$ cat config.mk
export PLATFORM = sky130hd
export DESIGN_NAME = cyc_timer_top
export DESIGN_NICKNAME = d
export VERILOG_FILES = /design/src/rtl/cyc_timer_pkg.sv /design/src/rtl/cyc_sync_edge.sv /design/src/rtl/cyc_ctl_reg.sv /design/src/rtl/cyc_offset_ctr.sv /design/src/rtl/cyc_timer_top.sv
export SDC_FILE = /design/constraint.sdc
export NUM_CORES = 1
export LEC_CHECK = 0
export BUFFER_PORTS_ARGS = -buffer_cell sky130_fd_sc_hd__buf_2
export CAP_MARGIN = 0
export CELL_PAD_IN_SITES_DETAIL_PLACEMENT = 1
export CELL_PAD_IN_SITES_GLOBAL_PLACEMENT = 1
export CORE_MARGIN = 10
export CORE_UTILIZATION = 35
export CTS_CLUSTER_SIZE = 30
export DETAILED_ROUTE_END_ITERATION = 10
export HOLD_SLACK_MARGIN = 0.1
export PLACE_DENSITY_LB_ADDON = 0.1
export SLEW_MARGIN = 20
export SYNTH_ARGS = -nofsm -noshare
export SYNTH_HDL_FRONTEND = slang
export SYNTH_SLANG_ARGS = --single-unit
$ cat constraint.sdc
create_clock -name clk -period 3.9 [get_ports clk]
set_input_delay 0.39 -clock clk [delete_from_list [all_inputs] [get_ports clk]]
set_output_delay 0.39 -clock clk [all_outputs]
set_load 0.1 [all_outputs]
$ cat src/rtl/cyc_timer_pkg.sv
package cyc_timer_pkg;
    localparam int OFF_W     = 12;
    localparam int CNT_W     = 13;
    localparam int CTL_W     = 3;
    localparam int TICKS_DEF = 3072;

    typedef struct packed {
        logic src;
        logic mst;
        logic en;
    } ctl_t;

    typedef struct packed {
        logic [CNT_W-1:0] count;
        logic [OFF_W-1:0] offset;
    } ctime_t;

    typedef enum logic [1:0] {
        ADV_HOLD,
        ADV_STEP,
        ADV_WRAP,
        ADV_LOAD
    } adv_e;

    function automatic ctl_t ctl_unpack(input logic [CTL_W-1:0] b);
        ctl_t c;
        c.en  = b[0];
        c.mst = b[1];
        c.src = b[2];
        return c;
    endfunction

    function automatic logic [CTL_W-1:0] ctl_pack(input ctl_t c);
        return {c.src, c.mst, c.en};
    endfunction
endpackage

$ cat src/rtl/cyc_sync_edge.sv
module cyc_sync_edge #(
    parameter int STAGES = 2
) (
    input  logic clk,
    input  logic rst,
    input  logic async_in,
    output logic rise
);
    logic [STAGES:0] chain;

    always_ff @(posedge clk) begin
        if (rst) chain[0] <= 1'b0;
        else     chain[0] <= async_in;
    end

    for (genvar i = 1; i <= STAGES; i++) begin : g_stage
        always_ff @(posedge clk) begin
            if (rst) chain[i] <= 1'b0;
            else     chain[i] <= chain[i-1];
        end
    end

    assign rise = chain[STAGES-1] & ~chain[STAGES];
endmodule

$ cat src/rtl/cyc_ctl_reg.sv
module cyc_ctl_reg
    import cyc_timer_pkg::*;
(
    input  logic             clk,
    input  logic             rst,
    input  logic             soft_rst,
    input  logic             set_wr,
    input  logic             clr_wr,
    input  logic [CTL_W-1:0] wdata,
    input  logic             tl_evt,
    input  logic             tl_ack,
    output ctl_t             ctl,
    output logic             flag
);
    ctl_t ctl_nx;
    logic flag_nx;

    always_comb begin
        logic [CTL_W-1:0] bits;
        logic [CTL_W-1:0] setv;
        bits = ctl_pack(ctl);
        setv = wdata;
        if (flag) setv[1] = 1'b0;
        if (set_wr) bits = bits | setv;
        if (clr_wr) bits = bits & ~wdata;
        ctl_nx = ctl_unpack(bits);
        if (tl_evt) ctl_nx.mst = 1'b0;
        if (soft_rst) begin
            ctl_nx.en  = 1'b0;
            ctl_nx.mst = 1'b0;
        end
        if (tl_evt)      flag_nx = 1'b1;
        else if (tl_ack) flag_nx = 1'b0;
        else             flag_nx = flag;
    end

    always_ff @(posedge clk) begin
        if (rst) begin
            ctl  <= '0;
            flag <= 1'b0;
        end else begin
            ctl  <= ctl_nx;
            flag <= flag_nx;
        end
    end


    master_block_chk: assert property (@(posedge clk) disable iff (rst)
        (flag && !ctl.mst) |=> !ctl.mst);

    fault_drop_chk: assert property (@(posedge clk) disable iff (rst)
        tl_evt |=> (!ctl.mst && flag));

    soft_keep_src_chk: assert property (@(posedge clk) disable iff (rst)
        (soft_rst && !set_wr && !clr_wr) |=> (ctl.src == $past(ctl.src) && !ctl.en && !ctl.mst));
endmodule

$ cat src/rtl/cyc_offset_ctr.sv
module cyc_offset_ctr
    import cyc_timer_pkg::*;
#(
    parameter int TICKS = TICKS_DEF
) (
    input  logic   clk,
    input  logic   rst,
    input  ctl_t   ctl,
    input  logic   sync_rise,
    input  logic   is_root,
    input  logic   ld,
    input  ctime_t ld_time,
    output ctime_t now,
    output logic   cyc_start
);
    localparam logic [OFF_W-1:0] LAST = OFF_W'(TICKS - 1);

    adv_e adv;
    logic ext_mode;
    logic at_last;

    always_comb begin
        ext_mode = ctl.mst & ctl.src;
        at_last  = (now.offset == LAST);
        if (ld && !ctl.mst)  adv = ADV_LOAD;
        else if (!ctl.en)    adv = ADV_HOLD;
        else if (ext_mode)   adv = sync_rise ? ADV_WRAP : (at_last ? ADV_HOLD : ADV_STEP);
        else                 adv = at_last ? ADV_WRAP : ADV_STEP;
    end

    always_ff @(posedge clk) begin
        if (rst) begin
            now       <= '0;
            cyc_start <= 1'b0;
        end else begin
            case (adv)
                ADV_LOAD: now <= ld_time;
                ADV_STEP: now.offset <= now.offset + 1'b1;
                ADV_WRAP: begin
                    now.offset <= '0;
                    now.count  <= now.count + 1'b1;
                end
                default:  now <= now;
            endcase
            cyc_start <= (adv == ADV_WRAP) && ctl.mst && is_root;
        end
    end


    offset_range_chk: assert property (@(posedge clk) disable iff (rst)
        now.offset <= LAST);

    count_step_chk: assert property (@(posedge clk) disable iff (rst)
        (ctl.en && !ext_mode && at_last && !(ld && !ctl.mst)) |=>
        (now.offset == 0 && now.count == $past(now.count) + 1'b1));

    idle_hold_chk: assert property (@(posedge clk) disable iff (rst)
        (!ctl.en && !ld) |=> $stable(now));

    ext_wait_chk: assert property (@(posedge clk) disable iff (rst)
        (ext_mode && ctl.en && at_last && !sync_rise) |=> (now.offset == LAST));

    start_at_zero_chk: assert property (@(posedge clk) disable iff (rst)
        cyc_start |-> (now.offset == 0));
endmodule

$ cat src/rtl/cyc_timer_top.sv
module cyc_timer_top
    import cyc_timer_pkg::*;
#(
    parameter int TICKS       = TICKS_DEF,
    parameter int SYNC_STAGES = 2
) (
    input  logic             clk,
    input  logic             rst,
    input  logic             soft_rst,
    input  logic             ctl_set,
    input  logic             ctl_clr,
    input  logic [CTL_W-1:0] ctl_wdata,
    output logic [CTL_W-1:0] ctl_rdata,
    input  logic             is_root,
    input  logic             ext_sync,
    input  logic             too_long,
    input  logic             fault_ack,
    output logic             fault_flag,
    input  logic             rx_load,
    input  logic [CNT_W-1:0] rx_count,
    input  logic [OFF_W-1:0] rx_offset,
    output logic [CNT_W-1:0] cycle_count,
    output logic [OFF_W-1:0] cycle_offset,
    output logic             cycle_start
);
    ctl_t   ctl;
    ctime_t now;
    ctime_t rx_time;
    logic   sync_rise;

    assign rx_time.count  = rx_count;
    assign rx_time.offset = rx_offset;

    cyc_ctl_reg u_ctl (
        .clk      (clk),
        .rst      (rst),
        .soft_rst (soft_rst),
        .set_wr   (ctl_set),
        .clr_wr   (ctl_clr),
        .wdata    (ctl_wdata),
        .tl_evt   (too_long),
        .tl_ack   (fault_ack),
        .ctl      (ctl),
        .flag     (fault_flag)
    );

    cyc_sync_edge #(.STAGES(SYNC_STAGES)) u_sync (
        .clk      (clk),
        .rst      (rst),
        .async_in (ext_sync),
        .rise     (sync_rise)
    );

    cyc_offset_ctr #(.TICKS(TICKS)) u_ctr (
        .clk       (clk),
        .rst       (rst),
        .ctl       (ctl),
        .sync_rise (sync_rise),
        .is_root   (is_root),
        .ld        (rx_load),
        .ld_time   (rx_time),
        .now       (now),
        .cyc_start (cycle_start)
    );

    assign ctl_rdata    = ctl_pack(ctl);
    assign cycle_count  = now.count;
    assign cycle_offset = now.offset;


    start_needs_root_chk: assert property (@(posedge clk) disable iff (rst)
        cycle_start |-> ($past(is_root) && $past(ctl.mst)));
endmodule

==> key figures <==
Place
  – Area after DPL: 0.00221 sq mm
  – Hpwl dp: around 4400 um
  – Final GP Congestion: ~0.74
  – Post-Place Setup Slack: 0.605 ns
  – Port bufs: 67

Detailed routing
  – First-pass detailed-route iteration total: 4
  – DRT iter0 DRCs: 60
  – DRC viols: 0
  – Post-DR vias/cell: around 5.5
  – Vias: 1,977
  – Per-cell routed wire length: 15.8 um
  – Drt total wl: 5720 um
  – Detail Route Antenna Nets: 0

STA
  – Tcrit/Tclk final: roughly 85%
  – Final WS setup: 0.583 ns
  – Worst Tran Pin Value: 0.714 ns
  – Slew headroom: 52.4%
  – Final Hold Vio Count: 0
  – Fin Clk Skew: 0.00774 ns
  – Setup TNS: 0 ns
  – Minimum clock period: 3.32 ns
  – Max Slew Vio Count: 0
  – Unrepaired setup endpoints after global routing: false
  – Fmax: 302 MHz
  – Setup violators final: 0

CTS
  – Clock root cell: clkbuf_8
  – CTS Hold Bufs: 0
  – Clock slew at reported path FFs: around 0.070 ns
  – Post-CTS setup buffers: 0
  – CTS tree: built
  – Cts bufs inserted: 5
  – H-tree Lvls: 2
  – Cts repair resizes: 0
  – Latest clock arrival within the worst-skew pair: just under 0.3 ns
  – CTS sink cnt: 33
  – Deepest clock path buffer count: 2

Yosys
  – Synth Area per Inst: around 8.0 sq um
  – Mapped Area: 0.00181 sq mm
  – Synthesis Warnings: 0
  – Ys flop type: dfxtp_1
  – EDFF count, synth: 0
  – Seq cells post-synth: 33
  – Syn nets: 270
  – Asr flop ratio synth: 0%
  – Register area share after synthesis: 36.5%
  – Post-Synthesis Cells: about 230
  – Library cells used by synthesis: 45

Worst setup path
  – CP startpoint kind: flop
  – Kind of critical path: reg2reg
  – Worst path arrival time: 3.45 ns
  – Crit end category: flop
  – CP required: 4.03 ns
  – Crit-path max FO: 12

Layout
  – Filler cells: 655
  – FF+latch area: 661 sq um
  – Antenna diode count: 0
  – Multi-input logic area: 0.00106 sq mm
  – Most common cell after layout, fill and taps aside: buf_2
  – Area growth syn-to-layout: 27.4%
  – Nets: 335
  – Most frequent cells in the layout: buf_2, dfxtp_1, nor2_1, nand2_1, a21oi_1
  – Layout cells sized above 1: 29.1%
  – Post-Layout Inst Area: 0.00231 sq mm

Die
  – Std-Cell Rows: 26
  – Core area: 0.00507 sq mm
  – Die Area: 0.00845 sq mm
  – Die Y: 91.9 um
  – # IOs: between 60 and 70
  – Initial Util: 35.7%
  – Die width: 91.9 um

Global route
  – First-pass GRT wire length: 9790 um
  – Largest net degree at the start of global routing: 36
  – GRT Overall Usage: 13.7%
  – Initial antenna violation count: 0
  – Number of global-route vias before repair: 2,075
  – Gr ovfl total: 0

Power
  – P_leak: 0.982 nW
  – Total power: 947 uW
  – Pwr Density: 411 mW/mm^2
  – Worst vdd ir: between 200 and 250 uV

Worst hold path
  – Worst hold path class: in2reg

Job
  – Max-cap check violation count: 0

Outcome
  – Status: complete, no violations
[kinds of logic (layout without fill, tap and decap cells)]
family	after synthesis	in the layout	synth area share [%]
buffers and inverters	23	89	4.84
adders and majority gates	6	6	4.15
and+or+nand+nor	100	100	29.5
AOI/OAI and AO/OA	63	63	24.5
muxes	1	1	0.553
DFF	33	33	36.5
[worst max-delay path: stages (launching register included)]
cell and delay [ns]:
dfxtp_1 0.40, ha_1 0.24, nand3_2 0.18, or4_1 0.56
a211o_1 0.30, nand3_1 0.11, ha_1 0.36, nand2_1 0.20
or4_1 0.59, nand3_1 0.11, a41oi_1 0.12
[per-layer routing]
| metal | global-route usage (%) | vias to the layer above | share of wire [%] |
|---|---|---|---|
| met3 | 5.05 | 5 | 6.7 |
| met5 | 0 | - | 0 |
| met1 | 16.6 | 936 | 45 |
| li1 | - | 982 | - |
| met4 | 4.24 | 0 | 0.93 |
| met2 | 22.1 | 54 | 47 |
[final timing paths]
check / start / to / slack, ns / cells past startpoint
worst max-delay path: u_ctr.now[1]$_SDFFE_PP0P_ / u_ctr.now[24]$_SDFFE_PP0P_ / 0.58 / 10
worst min-delay path: too_long / flop / 0.28 / 2
worst max register to register: u_ctr.now[1]$_SDFFE_PP0P_ / u_ctr.now[24]$_SDFFE_PP0P_ / 0.58 / 10
worst min register to register: u_sync.chain[0]$_SDFF_PP0_ / u_sync.chain[1]$_SDFF_PP0_ / 0.45 / 1
[registers in the layout, summed over array words and instances (netlist names), named ones only]
signal           count
u_ctl.flag           1
u_ctr.cyc_start      1
u_ctr.now           25
u_sync.chain         3
u_ctl.ctl            1
[metrics by stage]
stage	cells	utilization (%)	hold slack [ns]
global route	362	45.5	0.277
finish	362	45.5	0.283
global placement	354	43.5	0.419
detailed placement	354	43.5	0.431
CTS	362	45.5	0.269
floorplan	226	-	0.414
[synthesized netlist by cell type (2+ instances only)]
cell | number | area share [%]
dfxtp_1 | 33 | 36
nor2_1 | 19 | 3.9
a21oi_1 | 16 | 4.4
nand2_1 | 16 | 3.3
nand3_1 | 15 | 4.1
inv_1 | 12 | 2.5
clkbuf_1 | 10 | 2.1
nor2b_1 | 10 | 3.5
nor3_1 | 7 | 1.9
a221oi_1 | 6 | 2.9
ha_1 | 6 | 4.1
o21ai_0 | 6 | 1.7
a31oi_1 | 5 | 1.7
nand2b_1 | 5 | 1.7
nor4_1 | 5 | 1.7
a311oi_1 | 4 | 1.9
and3_1 | 4 | 1.4
a211oi_1 | 3 | 1.2
a22oi_1 | 3 | 1.2
a2bb2oi_1 | 3 | 1.5
nand4_1 | 3 | 1.0
o31ai_1 | 3 | 1.2
or3_1 | 3 | 1.0
a2111oi_0 | 2 | 0.97
a211o_1 | 2 | 0.97
a21o_1 | 2 | 0.83
a32oi_1 | 2 | 0.97
nand3_2 | 2 | 1.1
or2_2 | 2 | 0.69
or4_1 | 2 | 0.83
[final cells by class]
class                   instances  area share (%)
repair buffers                 69            15.2
multi-input cells             170            46.0
inverters                      12            1.95
clock buffers                   7            4.18
flip-flops and latches         33            28.6
clock inverters                 1           0.217
well taps                      70            3.80
[report_power, final]
group	total, mW	switching (mW)	internal (mW)
Clock	0.288	0.128	0.160
Sequential	0.384	0.0257	0.358
Combinational	0.276	0.210	0.0657
Total	0.947	0.364	0.583
Power figures use the tool's default switching activity.
